## src/rtl/cs_select_pkg.sv

```systemverilog
package cs_select_pkg;

  // Level of one line from its role and the control inputs.
  function automatic logic cs_line_level(
    input logic is_tgt,
    input logic manual,
    input logic raw_level,
    input logic engaged,
    input logic low_act
  );
    if (!is_tgt)
      return low_act;
    if (manual)
      return raw_level;
    return engaged ? ~low_act : low_act;
  endfunction

  // Tail counter reload value, sized to the counter.
  function automatic int tail_load(input int tail_cyc);
    return (tail_cyc < 1) ? 1 : tail_cyc;
  endfunction

endpackage

```

## src/rtl/cs_target_latch.sv

```systemverilog
module cs_target_latch #(
  parameter int SEL_W = 2
) (
  input  logic             clk,
  input  logic             rst_n,
  input  logic             engaged,
  input  logic [SEL_W-1:0] tgt_in,
  output logic [SEL_W-1:0] tgt_q
);
  always_ff @(posedge clk or negedge rst_n) begin
    if (!rst_n)
      tgt_q <= '0;
    else if (!engaged)
      tgt_q <= tgt_in;
  end
endmodule

```

## src/rtl/cs_hold_timer.sv

```systemverilog
module cs_hold_timer
  import cs_select_pkg::*;
#(
  parameter int TAIL_CYC = 4,
  localparam int CNT_W = $clog2(tail_load(TAIL_CYC) + 1)
) (
  input  logic clk,
  input  logic rst_n,
  input  logic busy,
  output logic engaged
);
  localparam logic [CNT_W-1:0] LOAD = CNT_W'(tail_load(TAIL_CYC));

  logic [CNT_W-1:0] cnt_q;

  always_ff @(posedge clk or negedge rst_n) begin
    if (!rst_n)
      cnt_q <= '0;
    else if (busy)
      cnt_q <= LOAD;
    else if (cnt_q != '0)
      cnt_q <= cnt_q - 1'b1;
  end

  assign engaged = (cnt_q != '0);
endmodule

```

## src/rtl/cs_line_drive.sv

```systemverilog
module cs_line_drive
  import cs_select_pkg::*;
#(
  parameter int NUM_CS = 4,
  localparam int SEL_W = (NUM_CS > 1) ? $clog2(NUM_CS) : 1
) (
  input  logic              clk,
  input  logic              rst_n,
  input  logic [SEL_W-1:0]  tgt_q,
  input  logic              manual,
  input  logic              raw_level,
  input  logic              engaged,
  input  logic              low_act,
  output logic [NUM_CS-1:0] lines
);
  for (genvar i = 0; i < NUM_CS; i++) begin : g_line
    logic is_tgt;
    assign is_tgt = (int'(tgt_q) == i);

    always_ff @(posedge clk or negedge rst_n) begin
      if (!rst_n)
        lines[i] <= 1'b1;
      else
        lines[i] <= cs_line_level(is_tgt, manual, raw_level, engaged, low_act);
    end
  end
endmodule

```

## src/rtl/cs_select_ctrl.sv

```systemverilog
module cs_select_ctrl #(
  parameter int NUM_CS   = 4,
  parameter int TAIL_CYC = 4,
  localparam int SEL_W = (NUM_CS > 1) ? $clog2(NUM_CS) : 1
) (
  input  logic              clk,
  input  logic              rst_n,
  input  logic [SEL_W-1:0]  tgt_sel,
  input  logic              man_mode,
  input  logic              man_level,
  input  logic              low_active,
  input  logic              xfer_busy,
  output logic [NUM_CS-1:0] cs_pins
);
  logic             engaged;
  logic [SEL_W-1:0] tgt_q;

  cs_hold_timer #(.TAIL_CYC(TAIL_CYC)) u_timer (
    .clk     (clk),
    .rst_n   (rst_n),
    .busy    (xfer_busy),
    .engaged (engaged)
  );

  cs_target_latch #(.SEL_W(SEL_W)) u_latch (
    .clk     (clk),
    .rst_n   (rst_n),
    .engaged (engaged),
    .tgt_in  (tgt_sel),
    .tgt_q   (tgt_q)
  );

  cs_line_drive #(.NUM_CS(NUM_CS)) u_drive (
    .clk       (clk),
    .rst_n     (rst_n),
    .tgt_q     (tgt_q),
    .manual    (man_mode),
    .raw_level (man_level),
    .engaged   (engaged),
    .low_act   (low_active),
    .lines     (cs_pins)
  );
endmodule

```

## config.mk

```make
export PLATFORM = sky130hd
export DESIGN_NAME = cs_select_ctrl
export DESIGN_NICKNAME = d
export VERILOG_FILES = /design/src/rtl/cs_select_pkg.sv /design/src/rtl/cs_target_latch.sv /design/src/rtl/cs_hold_timer.sv /design/src/rtl/cs_line_drive.sv /design/src/rtl/cs_select_ctrl.sv
export SDC_FILE = /design/constraint.sdc
export NUM_CORES = 1
export LEC_CHECK = 0
export ABC_AREA = 1
export BUFFER_PORTS_ARGS = -buffer_cell sky130_fd_sc_hd__buf_2
export CORE_MARGIN = 2
export CORE_UTILIZATION = 35
export CTS_BUF_LIST = sky130_fd_sc_hd__clkbuf_4
export CTS_CLUSTER_DIAMETER = 50
export DETAILED_ROUTE_END_ITERATION = 10
export GPL_TIMING_DRIVEN = 0
export SETUP_SLACK_MARGIN = 0.1
export SYNTH_ARGS = -nofsm -noshare
export SYNTH_HDL_FRONTEND = slang
export SYNTH_SLANG_ARGS = --single-unit
```

## constraint.sdc

```tcl
create_clock -name clk -period 1.5 [get_ports clk]
set_clock_uncertainty 0.15 [all_clocks]
set_input_delay 0.075 -clock clk [delete_from_list [all_inputs] [get_ports clk]]
set_output_delay 0.075 -clock clk [all_outputs]
set_load 0.05 [all_outputs]
```

# Word-level counts from Yosys, hierarchy flattened
# Index checks and enable logic that the tools add are counted.
[op_classes] add_sub_neg=1 eq_ne=3 n_mux=24 n_bitwise=1 n_reduce_logical=3
[ops] cell="2-to-1 mux 1 bit" n=22
[ops] cell="2-to-1 mux 3 bit" n=2
[ops] cell="equality test 2 bit, second input constant" n=2
[ops] cell="nonzero test 3 bit" n=1
[ops] cell="subtractor 3 x 1 -> 3 bit, second input constant" n=1
[ops] cell="equality test 2 x 1 -> 1 bit, second input constant" n=1
[ops] cell="logical NOT 2 bit" n=1
[ops] cell="nonzero test 2 bit" n=1
[ops] cell="NOT 1 bit" n=1
[word_totals] reg_bits=9 input_bits=8 output_inout_bits=4 elab_cells=38

# Longest topological paths before layout
[logic_depth] ltp_word=5 mapped_depth=7 mapped_depth_nobuf=7

# Modules after synthesis
# From an unflattened synthesis, not the netlist that was laid out.
[hier_totals] hier_cells=61 area_unflattened_um2=475.5
[by_module_without_submodules] module="cs_line_drive" n_inst=1 cells_each=30 area_each_um2=225.2 seq_area_each_um2=105.1
[by_module_without_submodules] module="cs_hold_timer" n_inst=1 cells_each=22 area_each_um2=173.9 seq_area_each_um2=75.1
[by_module_without_submodules] module="cs_target_latch" n_inst=1 cells_each=9 area_each_um2=76.3 seq_area_each_um2=50.0

# Least setup slack after synthesis
# Ideal clock, no wire load.
[synth_timing] path_kind="flip-flop to flip-flop" from="register u_timer.cnt_q[0]" to="register u_drive.lines[0]" setup_time_ns=0.079 arrival_time_ns=0.954 required_ns=1.271 setup_slack_ns=0.318 stages_incl_launch_ff=8 n_path_buf=0 synth_period_minus_slack_ns=1.182 cell_sequence="dfrtp_1 inv_1 ha_1 nand2_4 nand2_2 nand3_2 nand3_1 nand2_1"
[synth_between] elab_chain_cells=4
[synth_rtl] element="from (decl)" line="cs_hold_timer.sv:14" text="logic [CNT_W-1:0] cnt_q;"
[synth_rtl] element="from (signal assigned)" line="cs_hold_timer.sv:22" text="cnt_q <= cnt_q - 1'b1;"
[synth_rtl] element="nonzero test 3 bit" line="cs_hold_timer.sv:25" text="assign engaged = (cnt_q != '0);"
[synth_rtl] element="2-to-1 mux 1 bit (2 in series)" line="cs_select_pkg.sv:15" text="return engaged ? ~low_act : low_act;"
[synth_rtl] element="2-to-1 mux 1 bit" line="cs_select_pkg.sv:13" text="if (manual)"
[synth_rtl] element="to (signal, indexed assignment)" line="cs_line_drive.sv:24" text="lines[i] <= cs_line_level(is_tgt, manual, raw_level, engaged, low_act);"
[synth_rtl] element="to (decl)" line="cs_line_drive.sv:14" text="output logic [NUM_CS-1:0] lines"
# No other way between the ends.
# A chain may end at the register's enable or synchronous reset.

# Worst setup path after layout
[layout_timing] from="register u_timer.cnt_q[0]" to="register u_drive.lines[2]"
# Same word-level chain as after synthesis.

==> impl_results.rst <==
.. list-table::
   :header-rows: 1

   * - Metric
     - Value
   * - Most frequently used cell type in the post-synthesis netlist
     - sky130_fd_sc_hd__inv_1
   * - Number of synthesized flops with an enable pin
     - 0
   * - Endpoints failing hold
     - 0
   * - Height of the chip
     - 40.07 microns
   * - Final worst-path cycle share
     - 0.8444
   * - Number of global-route vias before repair
     - 373
   * - Kind of critical path
     - reg -> reg
   * - Final Non-Filler Cells
     - 86
   * - Reported net switching power
     - 0.0005303 W
   * - Endpoints failing setup
     - 0
   * - Fraction of power spent switching nets
     - 0.4479
   * - Core outline area
     - 1156 sq um
   * - Number of CTS-inserted buffers
     - 3
   * - Port Buffer Count
     - 11
   * - Max Fclk
     - 789.5 MHz
   * - Worst slack after detailed placement
     - 224.5 ps
   * - Number of different library cells in the post-synthesis netlist
     - 17
   * - Initial antenna violation count
     - 0
   * - Final worst path period need
     - 1267 ps
   * - H-tree Lvls
     - 1
   * - Cell taking the most area after synthesis
     - sky130_fd_sc_hd__dfrtp_1
   * - Number of standard cells after synthesis
     - 52
   * - DP Wirelength
     - 623.7 microns
   * - Relative contribution of combinational cells to total power
     - 0.463
   * - Antenna Violating Nets Remaining
     - 0
   * - Kind of end point of the critical path
     - register
   * - Row count
     - 12
   * - DRT iter0 DRCs
     - 4
   * - Yosys reg bits
     - 9
   * - Number of diodes
     - 0
   * - Synth warn
     - 0
   * - Part of the total power dissipated in sequential elements
     - 0.375
   * - Final WS setup
     - 233.3 ps
   * - Die area
     - 1606 sq um
   * - Average via count per standard cell
     - 4.523
   * - Number of top-level pins
     - 12
   * - Crit Path Max Fanout
     - 6
   * - Slew at the pin closest to its max-slew limit
     - 248.5 ps
   * - Global-route wire length before repair
     - 1476 microns
   * - Leakage power
     - 0.3234 nW
   * - Total power after layout
     - 0.001184 W
   * - Total routing resource utilization after global routing
     - 0.1439
   * - Area growth from synthesis to layout
     - 33.52%
   * - Worst-case reg-to-reg path depth
     - 7
   * - Path class of the lowest-slack min-delay path
     - in -> reg
   * - Pin count of the biggest net entering global routing
     - 10
   * - Clk pwr share
     - 0.161
   * - Crit path arrival time
     - 1310 ps
   * - Share of Yosys cell area claimed by the top area cell type
     - 0.2747
   * - Initial Util
     - 0.3939
   * - Post-synthesis cell area
     - 455.4 sq um
   * - Pwr/cell area
     - 1947 nW/um^2
   * - Slew margin rel.
     - 0.8354
   * - Clock sinks
     - 9
   * - Latest clock arrival within the worst-skew pair
     - 270 ps
   * - Most frequent cells after synthesis
     - sky130_fd_sc_hd__inv_1 (9), sky130_fd_sc_hd__nand2_1 (8), sky130_fd_sc_hd__dfrtp_1 (5), sky130_fd_sc_hd__nand3_1 (5)
   * - Max-capacitance violation count
     - 0
   * - Wire length after detailed routing
     - 803 microns
   * - Master cell of the clock root buffer
     - sky130_fd_sc_hd__clkbuf_4
   * - DRC Markers
     - 0
   * - Worst-path clk slew
     - 70 ps
   * - Setup repair after global routing missed its margin
     - no
   * - Average routed wire per standard cell
     - 9.337 microns
   * - Die outline width
     - 40.07 microns
   * - Ranking of synthesized cells by area
     - sky130_fd_sc_hd__dfrtp_1 (27%), sky130_fd_sc_hd__dfstp_2 (23%), sky130_fd_sc_hd__inv_1 (7.4%)
   * - Required time reported for the critical path endpoint
     - 1540 ps
   * - Fill count
     - 114
   * - Layout net count
     - 83
   * - Number of buffers between clock root and the deepest sink
     - 2
   * - Vias
     - 389
   * - Routability cong.
     - 0.6626
   * - Number of placed instances with taps included
     - 77
   * - Hold-critical path depth
     - 4
   * - Total overflow reported by the global router
     - 0
   * - Cell-internal power
     - 0.0006537 W
   * - Fin Setup TNS
     - 0 ps
   * - Synth Flop Type
     - sky130_fd_sc_hd__dfrtp_1
   * - Startpoint kind of the worst setup timing path
     - register
   * - Hold slack final
     - 11.65 ps
   * - Max-slew violation total from the final report
     - 0
   * - Mean instance size in the synthesized netlist
     - 8.758 sq um
   * - Net count of the mapped netlist
     - 62
   * - Worst vdd ir
     - 0.7867 mV
   * - Share of flip-flops with an asynchronous set or reset
     - 1.000
   * - Register area share after synthesis
     - 0.5055
   * - Share of cells above drive strength 1
     - 0.3472
   * - TritonRoute pass-1 iters
     - 4
   * - TritonCTS clock tree
     - yes
   * - Status
     - finished clean
-- metrics by stage --
stage,utilization,instance area [sq um]
detailed placement,0.4567,528.0
global route,0.5260,608.1
finish,0.5260,608.1
global placement,0.4567,528.0
floorplan,-,455.4
CTS,0.5238,605.6
-- cell usage in the layout, fill, tap and decap left out, drive strengths merged --
cell type,instances
buf,11
inv,10
nand2,10
o21ai,7
nand3,6
dlygate4sd3,5
dfrtp,5
nor2,4
dfstp,4
clkbuf,3
ha,2
or2,1
a211oi,1
a21oi,1
xnor2,1
clkinv,1
-- power groups by stage --
stage	Sequential, W	Combinational, W	Clock (W)
floorplan	0.000623	0.000261	0
global placement	0.000445	0.000534	0
detailed placement	0.000449	0.000542	0
CTS	0.000445	0.000554	0.000196
global route	0.000466	0.000620	0.000216
finish	0.000444	0.000548	0.000191
-- state kept, by name, summed over array words and instances (netlist names) --
register,flops
u_latch.tgt_q,2
u_timer.cnt_q,3
u_drive.lines,4
-- worst max-delay path, stage by stage, from the launching register on --
cell and delay, ps:
sky130_fd_sc_hd__dfrtp_1 400, sky130_fd_sc_hd__inv_1 90, sky130_fd_sc_hd__ha_2 210, sky130_fd_sc_hd__nand2_4 70
sky130_fd_sc_hd__nand2_2 60, sky130_fd_sc_hd__nand3_2 90, sky130_fd_sc_hd__nand3_1 80, sky130_fd_sc_hd__nand2_1 50
-- layout make-up --
class                      count  area [sq um]  share of cell area
inverter                      10         37.54             0.06173
timing repair buffer          16         105.1              0.1728
clock buffer                   3         22.52             0.03704
multi-input combinational     33         190.2              0.3128
tap                           14         17.52             0.02881
clock inverter                 1         5.005            0.008230
sequential                     9         230.2              0.3786
-- cells by family (layout without fill, tap and decap cells) --
family,Yosys count,after routing,share of synthesized area
AOI/OAI and AO/OA,9,9,0.1044
xor gates and xnor gates,1,1,0.01923
buffers and inverters,10,30,0.08240
and+or+nand+nor,21,21,0.2335
DFF,9,9,0.5055
adders and majority gates,2,2,0.05494
-- metal layers --
layer | vias up | GRT usage | share of wire
li1 | 203 | - | -
met1 | 170 | 0.1429 | 0.42
met2 | 14 | 0.2581 | 0.49
met3 | 2 | 0.05000 | 0.078
met4 | 0 | 0.07759 | 0.015
met5 | - | 0 | 0
-- what timing repair did --
item                                    CTS  global route
resized for setup                         0             1
setup buffers                             0             0
endpoints found under the hold margin    18             0
hold buffers                              5             0
endpoints found under the setup margin    0             1
-- path summary, 6_finish.rpt --
| check | startpoint | endpoint | slack, ps |
|---|---|---|---|
| max | u_timer.cnt_q[0]$_DFFE_PN0P_ | u_drive.lines[2]$_DFF_PN1_ | 230 |
| min | man_level | u_drive.lines[0]$_DFF_PN1_ | 10 |
| max reg2reg | u_timer.cnt_q[0]$_DFFE_PN0P_ | u_drive.lines[2]$_DFF_PN1_ | 230 |
| min reg2reg | u_timer.cnt_q[0]$_DFFE_PN0P_ | u_timer.cnt_q[0]$_DFFE_PN0P_ | 350 |
| max in group asynchronous | rst_n | u_drive.lines[2]$_DFF_PN1_ | 920 |
| min in group asynchronous | rst_n | u_timer.cnt_q[0]$_DFFE_PN0P_ | 30 |
(Power assumes the default switching activity.)
